===== config.mk =====
export PLATFORM = sky130hd
export DESIGN_NAME = keyed_wdog
export DESIGN_NICKNAME = d
export VERILOG_FILES = /design/src/rtl/keyed_wdog_pkg.sv /design/src/rtl/keyed_wdog_key_dec.sv /design/src/rtl/keyed_wdog_tick_sel.sv /design/src/rtl/keyed_wdog_core.sv /design/src/rtl/keyed_wdog.sv
export SDC_FILE = /design/constraint.sdc
export NUM_CORES = 1
export LEC_CHECK = 0
export CORE_AREA = 4 4 41 43
export DETAILED_ROUTE_END_ITERATION = 8
export DIE_AREA = 0 0 45 47
export GPL_ROUTABILITY_DRIVEN = 1
export PLACE_DENSITY_LB_ADDON = 0.12
export RECOVER_POWER = 50
export SYNTH_ARGS = -nofsm -noshare
export SYNTH_HDL_FRONTEND = slang
export SYNTH_HIERARCHICAL = 1
export SYNTH_SLANG_ARGS = --single-unit

===== constraint.sdc =====
create_clock -name clk -period 2 [get_ports clk]
set_input_delay 0.3 -clock clk [delete_from_list [all_inputs] [get_ports clk]]
set_output_delay 0.3 -clock clk [all_outputs]
set_load 0.02 [all_outputs]

===== src/rtl/keyed_wdog_pkg.sv =====
package keyed_wdog_pkg;
    typedef enum logic {
        SRC_MAIN = 1'b0,
        SRC_SUB  = 1'b1
    } wdog_src_e;

    localparam int NUM_SRC = 2;
endpackage


===== src/rtl/keyed_wdog_key_dec.sv =====
module keyed_wdog_key_dec #(
    parameter int            KEY_W   = 4,
    parameter logic [KEY_W-1:0] KEY_VAL = 4'b0101
) (
    input  logic             wr_en,
    input  logic [KEY_W-1:0] wr_key,
    output logic             key_hit
);
    always_comb begin
        key_hit = wr_en && (wr_key == KEY_VAL);
    end
endmodule


===== src/rtl/keyed_wdog_tick_sel.sv =====
module keyed_wdog_tick_sel #(
    parameter int N_SRC = keyed_wdog_pkg::NUM_SRC,
    localparam int SW   = (N_SRC > 1) ? $clog2(N_SRC) : 1
) (
    input  logic             clk,
    input  logic             rst_n,
    input  logic [N_SRC-1:0] tick,
    input  logic [SW-1:0]    sel,
    output logic             tick_pulse
);
    typedef struct packed {
        logic [N_SRC-1:0] prev;
    } ts_t;

    ts_t              q, d;
    logic [N_SRC-1:0] rise;

    always_comb begin
        d      = q;
        d.prev = tick;
        rise   = tick & ~q.prev;
        tick_pulse = rise[sel];
    end

    always_ff @(posedge clk) begin
        if (!rst_n) q <= '0;
        else        q <= d;
    end

    // each source's edge detector yields isolated single-cycle pulses
    for (genvar i = 0; i < N_SRC; i++) begin : g_src_chk
        assert_single_edge_R9: assert property (@(posedge clk) disable iff (!rst_n)
            rise[i] |=> !rise[i]);
    end
endmodule


===== src/rtl/keyed_wdog_core.sv =====
module keyed_wdog_core #(
    parameter int CNT_W      = 2,
    parameter int RST_CYCLES = 4,
    localparam int RW        = $clog2(RST_CYCLES + 1)
) (
    input  logic clk,
    input  logic rst_n,
    input  logic key_hit,
    input  logic src_in,
    input  logic tick_pulse,
    output logic src_sel,
    output logic wdt_rst
);
    import keyed_wdog_pkg::*;

    localparam logic [CNT_W-1:0] CNT_MAX  = '1;
    localparam logic [RW-1:0]    HOLD_LEN = RW'(RST_CYCLES);

    typedef struct packed {
        logic             started;
        wdog_src_e        src;
        logic [CNT_W-1:0] cnt;
        logic [RW-1:0]    hold;
    } core_t;

    core_t q, d;
    logic  overflow;

    always_comb begin
        d        = q;
        overflow = 1'b0;
        if (q.hold != '0) d.hold = q.hold - 1'b1;
        if (!q.started) begin
            if (key_hit) begin
                d.started = 1'b1;
                d.src     = wdog_src_e'(src_in);
                d.cnt     = '0;
            end
        end else if (key_hit) begin
            d.cnt = '0;
        end else if (tick_pulse) begin
            if (q.cnt == CNT_MAX) begin
                overflow = 1'b1;
                d.cnt    = '0;
                d.hold   = HOLD_LEN;
            end else begin
                d.cnt = q.cnt + 1'b1;
            end
        end
    end

    always_ff @(posedge clk) begin
        if (!rst_n) q <= '{started: 1'b0, src: SRC_MAIN, cnt: '0, hold: '0};
        else        q <= d;
    end

    assign src_sel = q.src;
    assign wdt_rst = (q.hold != '0);

    assert_idle_quiet_R1: assert property (@(posedge clk) disable iff (!rst_n)
        !q.started |-> !wdt_rst);
    assert_clear_zero_R2: assert property (@(posedge clk) disable iff (!rst_n)
        (q.started && key_hit) |=> (q.cnt == '0));
    assert_overflow_rst_R3: assert property (@(posedge clk) disable iff (!rst_n)
        (q.started && tick_pulse && !key_hit && q.cnt == CNT_MAX) |=> (wdt_rst && q.hold == HOLD_LEN));
    assert_src_frozen_R5: assert property (@(posedge clk) disable iff (!rst_n)
        q.started |=> $stable(q.src));
    assert_hold_step_R6: assert property (@(posedge clk) disable iff (!rst_n)
        (q.hold > 1 && !overflow) |=> (q.hold == $past(q.hold) - 1'b1));
    assert_sticky_start_R8: assert property (@(posedge clk) disable iff (!rst_n)
        q.started |=> q.started);
endmodule


===== src/rtl/keyed_wdog.sv =====
module keyed_wdog #(
    parameter int         KEY_W      = 4,
    parameter logic [3:0] KEY_VAL    = 4'b0101,
    parameter int         CNT_W      = 2,
    parameter int         RST_CYCLES = 4
) (
    input  logic             clk,
    input  logic             rst_n,
    input  logic             wr_en,
    input  logic [KEY_W-1:0] wr_key,
    input  logic             wr_src,
    input  logic             tick_main,
    input  logic             tick_sub,
    output logic             wdt_rst
);
    import keyed_wdog_pkg::*;

    logic key_hit;
    logic tick_pulse;
    logic src_sel;

    keyed_wdog_key_dec #(
        .KEY_W  (KEY_W),
        .KEY_VAL(KEY_VAL[KEY_W-1:0])
    ) u_key (
        .wr_en  (wr_en),
        .wr_key (wr_key),
        .key_hit(key_hit)
    );

    keyed_wdog_tick_sel #(
        .N_SRC(NUM_SRC)
    ) u_tick (
        .clk       (clk),
        .rst_n     (rst_n),
        .tick      ({tick_sub, tick_main}),
        .sel       (src_sel),
        .tick_pulse(tick_pulse)
    );

    keyed_wdog_core #(
        .CNT_W     (CNT_W),
        .RST_CYCLES(RST_CYCLES)
    ) u_core (
        .clk       (clk),
        .rst_n     (rst_n),
        .key_hit   (key_hit),
        .src_in    (wr_src),
        .tick_pulse(tick_pulse),
        .src_sel   (src_sel),
        .wdt_rst   (wdt_rst)
    );
endmodule


==> flow_summary.json, run 1 <==
{
  "clk_latency_ns": 0.26,
  "hp-class": "flip-flop to flip-flop",
  "gp_congestion": 0.687,
  "cts_buffer_depth": 2,
  "cp_top_family": "buffers and inverters",
  "critical_path_class": "flip-flop to primary output",
  "cts_resized": 0,
  "worst_r2r_path_depth": 4,
  "cts_tree": "done",
  "io_buffer_count": 10,
  "crit_path_start_kind": "flip-flop",
  "cp-end-kind": "primary output",
  "wl_um": 719,
  "required_ns": 1.70,
  "worstHoldStart": "u_core/q[4]$_SDFFE_PN0P_",
  "post-place-ws_ns": 0.375,
  "fin_area_um2": 564,
  "synth_cell_type_count": 18,
  "cts_num_sinks": 9,
  "cts_buffers": 3,
  "synth_fp_nets": 59,
  "power_leakage_nw": 0.237,
  "cpPeakStageDelay_ns": 0.60,
  "synth_area_leaders": "dfxtp_1 42%, ha_1 8.8%, nor2_1 7.0%",
  "path_cells": "inv_1 -> ha_1 -> nand2b_4 -> clkdlybuf4s50_1",
  "ys_seq_area_frac": 0.422,
  "slew_violations": 0,
  "first_pass_iters": 4,
  "grt_pass1_vias": 309,
  "postSynth.asyncResetShare": 0,
  "worst_pin_slew_ns": 0.426,
  "fill_cells": 144,
  "synth_ff_type": "dfxtp_1",
  "r2r_slack_ns": 0.81,
  "antenna_found_initial": 0,
  "grt_first_pass_wirelength_mm": 1.30,
  "maxCapViolations": 0,
  "tns_ns": 0,
  "period_share": 0.949,
  "post_dp_cell_area_um2": 546,
  "synth_top_area_share": 0.422,
  "hold_viol": 0,
  "cts_hold_buf": 0,
  "yosysTopAreaCell": "dfxtp_1",
  "vias": 355,
  "synthToLayoutAreaGrowth_pct": 32.3,
  "powerDensity_nw_per_um2": 1060,
  "floorplan.die.height_um": 47,
  "critPathSlowestCell": "clkdlybuf4s50_1",
  "start_util": 0.328,
  "post_cts_buffers": 0,
  "clock_skew_ns": 0.00107,
  "period_minus_slack_ns": 1.90,
  "status": "finished, final reports clean",
  "grt_max_degree": 6,
  "core_area_um2": 1300,
  "rows": 13,
  "p_total_mw": 0.597,
  "fp.dieArea_um2": 2120,
  "cts.clk_slew.worst_paths_ns": 0.06,
  "max-vdd-ir-drop_uv": 470,
  "whs_ns": 0.471,
  "hold_path_depth": 2,
  "hpwl_um": 615,
  "rsz0062_at_grt": "no",
  "wl_per_cell_um": 9.59,
  "critPathMaxFanout": 4,
  "yosysMostFrequentCell": "dfxtp_1",
  "synth_edf_count": 0,
  "drtIter0Drc": 5,
  "syn_area_um2": 427,
  "vias_per_cell": 4.73,
  "setup_ws_ns": 0.102,
  "relSlewSlack": 0.715,
  "crit_buf_inv": 2,
  "hold_end": "u_core/q[4]$_SDFFE_PN0P_",
  "cp_data_arrival_time_ns": 1.60,
  "die_w_um": 45,
  "grt_overflow": 0,
  "drive_above_1_share": 0.117,
  "r2r_start": "u_tick/q[0]$_SDFF_PN0_",
  "fmax_mhz": 527,
  "synthTopCellsByCount": "9 x dfxtp_1, 8 x nor2_1, 5 x inv_1",
  "r2r-end": "u_core/q[3]$_SDFFE_PN0P_",
  "root_buffer": "clkbuf_4",
  "yosys_register_bits": 9,
  "syn-instance-count": 46,
  "ctsHtreeMaxLevel": 1,
  "layout.nets": 74,
  "yosysWarnings": 6,
  "n_antenna_cell": 0,
  "post-route-drc-count": 0,
  "setup_viol": 0,
  "num_io_pins": 11,
  "avgSynthCellArea_um2": 9.28,
  "track_usage": 0.0944,
  "ant_nets": 0
}
## worst max path at each step
stage | slack [ns] | from | to | cells past startpoint
2_1_floorplan | 0.92 | wr_key[3] | u_core/src_sel$_SDFFE_PN0P_ | 5
3_3_place_gp | 0.36 | tick_main | u_core/q[1]$_SDFF_PN0_ | 6
3_5_place_dp | 0.38 | u_core/q[0]$_SDFF_PN0_ | wdt_rst | 4
4_1_cts | 0.08 | u_core/q[0]$_SDFF_PN0_ | wdt_rst | 4
5_1_grt | 0.02 | u_core/q[0]$_SDFF_PN0_ | wdt_rst | 4
6_report | 0.10 | u_core/q[0]$_SDFF_PN0_ | wdt_rst | 4
## cells in the final DEF, fill, tap and decap left out, drive strengths merged
master         count
clkbuf             4
dfxtp              9
dlygate4sd3        3
mux2i              2
nand4b             2
nor2               8
inv                5
ha                 3
nor3b              1
a21oi              3
nor2b              1
clkdlybuf4s50      7
nand3              1
and2               2
o32ai              1
nand2b             2
nand2              4
a211oi             1
xnor2              1
## report_power, final
part           switching (mW)  leakage (nW)  internal (mW)
clock network          0.0615        0.0150         0.0768
registers              0.0159        0.0739          0.209
logic                   0.111         0.148          0.123
## kinds of logic (layout without fill, tap and decap cells)
| family | Yosys count | in the layout | synth area share |
|---|---|---|---|
| flip-flops | 9 | 9 | 0.422 |
| AND/OR/NAND/NOR | 21 | 21 | 0.276 |
| multiplexers | 2 | 2 | 0.0469 |
| AO/OA/AOI/OAI | 5 | 5 | 0.103 |
| adder cells (fa/ha/maj) | 3 | 3 | 0.0880 |
| XOR/XNOR | 1 | 1 | 0.0205 |
| buffers and inverters | 5 | 19 | 0.0440 |
## per-layer routing
| metal | wire (µm) | track usage | vias up |
|---|---|---|---|
| met5 | 0 | 0 | - |
| met4 | 29 | 0.0877 | 0 |
| met3 | 72 | 0.0460 | 4 |
| met2 | 312 | 0.138 | 19 |
| met1 | 304 | 0.0989 | 150 |
| li1 | - | - | 182 |
## worst register-to-register path: stages (launching register included)
cell     delay, ns
dfxtp_1       0.30
o32ai_1       0.42
nand2_1       0.15
mux2i_1       0.17
nor2_1        0.05
## through the flow
stage,util,std cells
after floorplan,-,46
after global placement,0.419,71
after detailed placement,0.419,71
after CTS,0.439,75
after global routing,0.434,75
final,0.434,75
## registers in the layout, summed over array words and instances (netlist names)
signal,cells
u_core/q,6
u_core/src_sel,1
u_tick/q,2
## cell type report
cell class	count	area [µm²]	share of cell area
Multi-Input combinational cell	32	220	0.390
Sequential cell	9	180	0.319
Timing Repair Buffer	10	100	0.177
Inverter	5	18.8	0.0333
Tap cell	15	18.8	0.0333
Clock buffer	4	26.3	0.0466
Power figures use the tool's default switching activity.
==> inputs of run 2 (changes only) <==
Settings changed: CAP_MARGIN set to 20, CORE_AREA 4 4 41 43 to 2 2 39 41, DIE_AREA 0 0 45 47 to 0 0 41 43, RECOVER_POWER 50 to 100.
==> run 2 against run 1 <==
Compared with the run above:
- routed wire length down 4.6%
- sequential cell count unchanged
- global-route usage grew 1.5 points
- critical path depth is the same
- first-iteration DRC count unchanged
- final area is 2.0% lower
- setup slack got worse by 0.0029 ns
- final cell count up 1.3%
- sequential share of layout area up 0.65 points
- die area decreased by 17%
- via count fell by 7.6%
- critical endpoint unchanged
- largest power group is now sequential cells
==> flow_summary.json, run 2 (same netlist as run 1, synthesis figures left out) <==
{
  "status": "finished, final reports clean",
  "gp_congestion": 0.610,
  "post-route-drc-count": 0,
  "period_minus_slack_ns": 1.90,
  "vias": 328,
  "final_cells": 76,
  "cts_tree": "done",
  "slew_violations": 0,
  "grt_max_degree": 6,
  "grt_overflow": 0,
  "cts.clk_slew.worst_paths_ns": 0.06,
  "critical_path_class": "flip-flop to primary output",
  "fp.dieArea_um2": 1760,
  "power_leakage_nw": 0.234,
  "fmax_mhz": 526,
  "powerDensity_nw_per_um2": 1030,
  "drive_above_1_share": 0.0833,
  "worst_r2r_path_depth": 4,
  "relSlewSlack": 0.681,
  "core_area_um2": 1380,
  "fill_cells": 155,
  "track_usage": 0.110,
  "rsz0062_at_grt": "no",
  "r2r_start": "u_tick/q[0]$_SDFF_PN0_",
  "post_cts_buffers": 0,
  "hold_viol": 0,
  "start_util": 0.308,
  "grt_pass1_vias": 324,
  "layout_common_cells": "9 x dfxtp_1, 8 x nor2_1, 7 x clkdlybuf4s50_1, 5 x inv_1, 4 x nand2_1",
  "grt_first_pass_wirelength_mm": 1.27,
  "required_ns": 1.70,
  "cts_buffer_depth": 2,
  "crit_path_start": "u_core/q[0]$_SDFF_PN0_",
  "first_pass_iters": 3,
  "wl_per_cell_um": 9.03,
  "cp_data_arrival_time_ns": 1.60,
  "cts_num_sinks": 9,
  "rows": 14,
  "tns_ns": 0,
  "clk_latency_ns": 0.26,
  "placed_cells": 72,
  "max-vdd-ir-drop_uv": 392,
  "clock_skew_ns": 0.000750,
  "r2r-end": "u_core/q[1]$_SDFF_PN0_",
  "period_share": 0.950,
  "worst_pin_slew_ns": 0.478,
  "cts_hold_buf": 0,
  "final_common_cell": "dfxtp_1",
  "die_w_um": 41,
  "cp-end-kind": "primary output",
  "synthToLayoutAreaGrowth_pct": 29.6,
  "maxCapViolations": 0,
  "hp-class": "flip-flop to flip-flop",
  "crit_end": "wdt_rst",
  "antenna_found_initial": 0,
  "io_buffer_count": 10,
  "floorplan.die.height_um": 43,
  "drtIter0Drc": 5,
  "ctsHtreeMaxLevel": 1,
  "whs_ns": 0.460,
  "r2r_slack_ns": 0.75,
  "largest-register": "u_core/q",
  "layout.nets": 74,
  "critPathMaxFanout": 4,
  "wl_um": 686,
  "ant_nets": 0,
  "cts_resized": 0,
  "hpwl_um": 564,
  "largest_reg_flops": 6,
  "cts_buffers": 3,
  "n_antenna_cell": 0,
  "p_total_mw": 0.571,
  "crit_path_start_kind": "flip-flop",
  "num_io_pins": 11,
  "final_core_util": 0.400,
  "root_buffer": "clkbuf_4",
  "setup_viol": 0,
  "vias_per_cell": 4.32
}
==> run 2: cell counts in the layout (fill, tap and decap cells not counted) <==
No cell type changed its count.
==> run 2: how the worst min path moves through the flow <==
stage / startpoint / end / depth (start not counted)
2_1_floorplan: rst_n / u_tick/q[1]$_SDFF_PN0_ / 1
3_3_place_gp: u_core/q[4]$_SDFFE_PN0P_ / u_core/q[4]$_SDFFE_PN0P_ / 2
3_5_place_dp: u_core/q[4]$_SDFFE_PN0P_ / u_core/q[4]$_SDFFE_PN0P_ / 2
4_1_cts: u_core/q[4]$_SDFFE_PN0P_ / u_core/q[4]$_SDFFE_PN0P_ / 2
5_1_grt: u_core/q[4]$_SDFFE_PN0P_ / u_core/q[4]$_SDFFE_PN0P_ / 2
6_report: u_core/q[4]$_SDFFE_PN0P_ / u_core/q[4]$_SDFFE_PN0P_ / 2
==> run 2: cell type report <==
class                   instances  area (µm²)  area share
repair buffers                 10         100       0.181
clock buffers                   4        26.3      0.0475
multi-input cells              32         208       0.376
inverters                       5        18.8      0.0339
well taps                      16        20.0      0.0362
flip-flops and latches          9         180       0.326
==> run 2: stage by stage <==
step,worst slack (ns),cell area [µm²]
finish,0.0993,553
detailed placement,0.338,547
global placement,0.363,547
floorplan,0.923,427
CTS,0.0779,573
global route,0.0324,553
==> run 2: worst max-delay path, cell delays in order, from the launching register on <==
cell	delay [ns]
dfxtp_1	0.34
inv_1	0.06
ha_1	0.22
nand2b_2	0.11
clkdlybuf4s50_1	0.61
==> run 2: power by group <==
part	internal (mW)	leakage (nW)	total [mW]	switching [mW]
clock	0.0768	0.0150	0.140	0.0627
sequential	0.209	0.0739	0.223	0.0147
combinational	0.108	0.145	0.209	0.101
==> run 2: metal layers <==
metal  wire (µm)  global-route usage
met5           0                   0
met2         305               0.150
met1         342               0.130
met4           0              0.0400
met3          37              0.0785
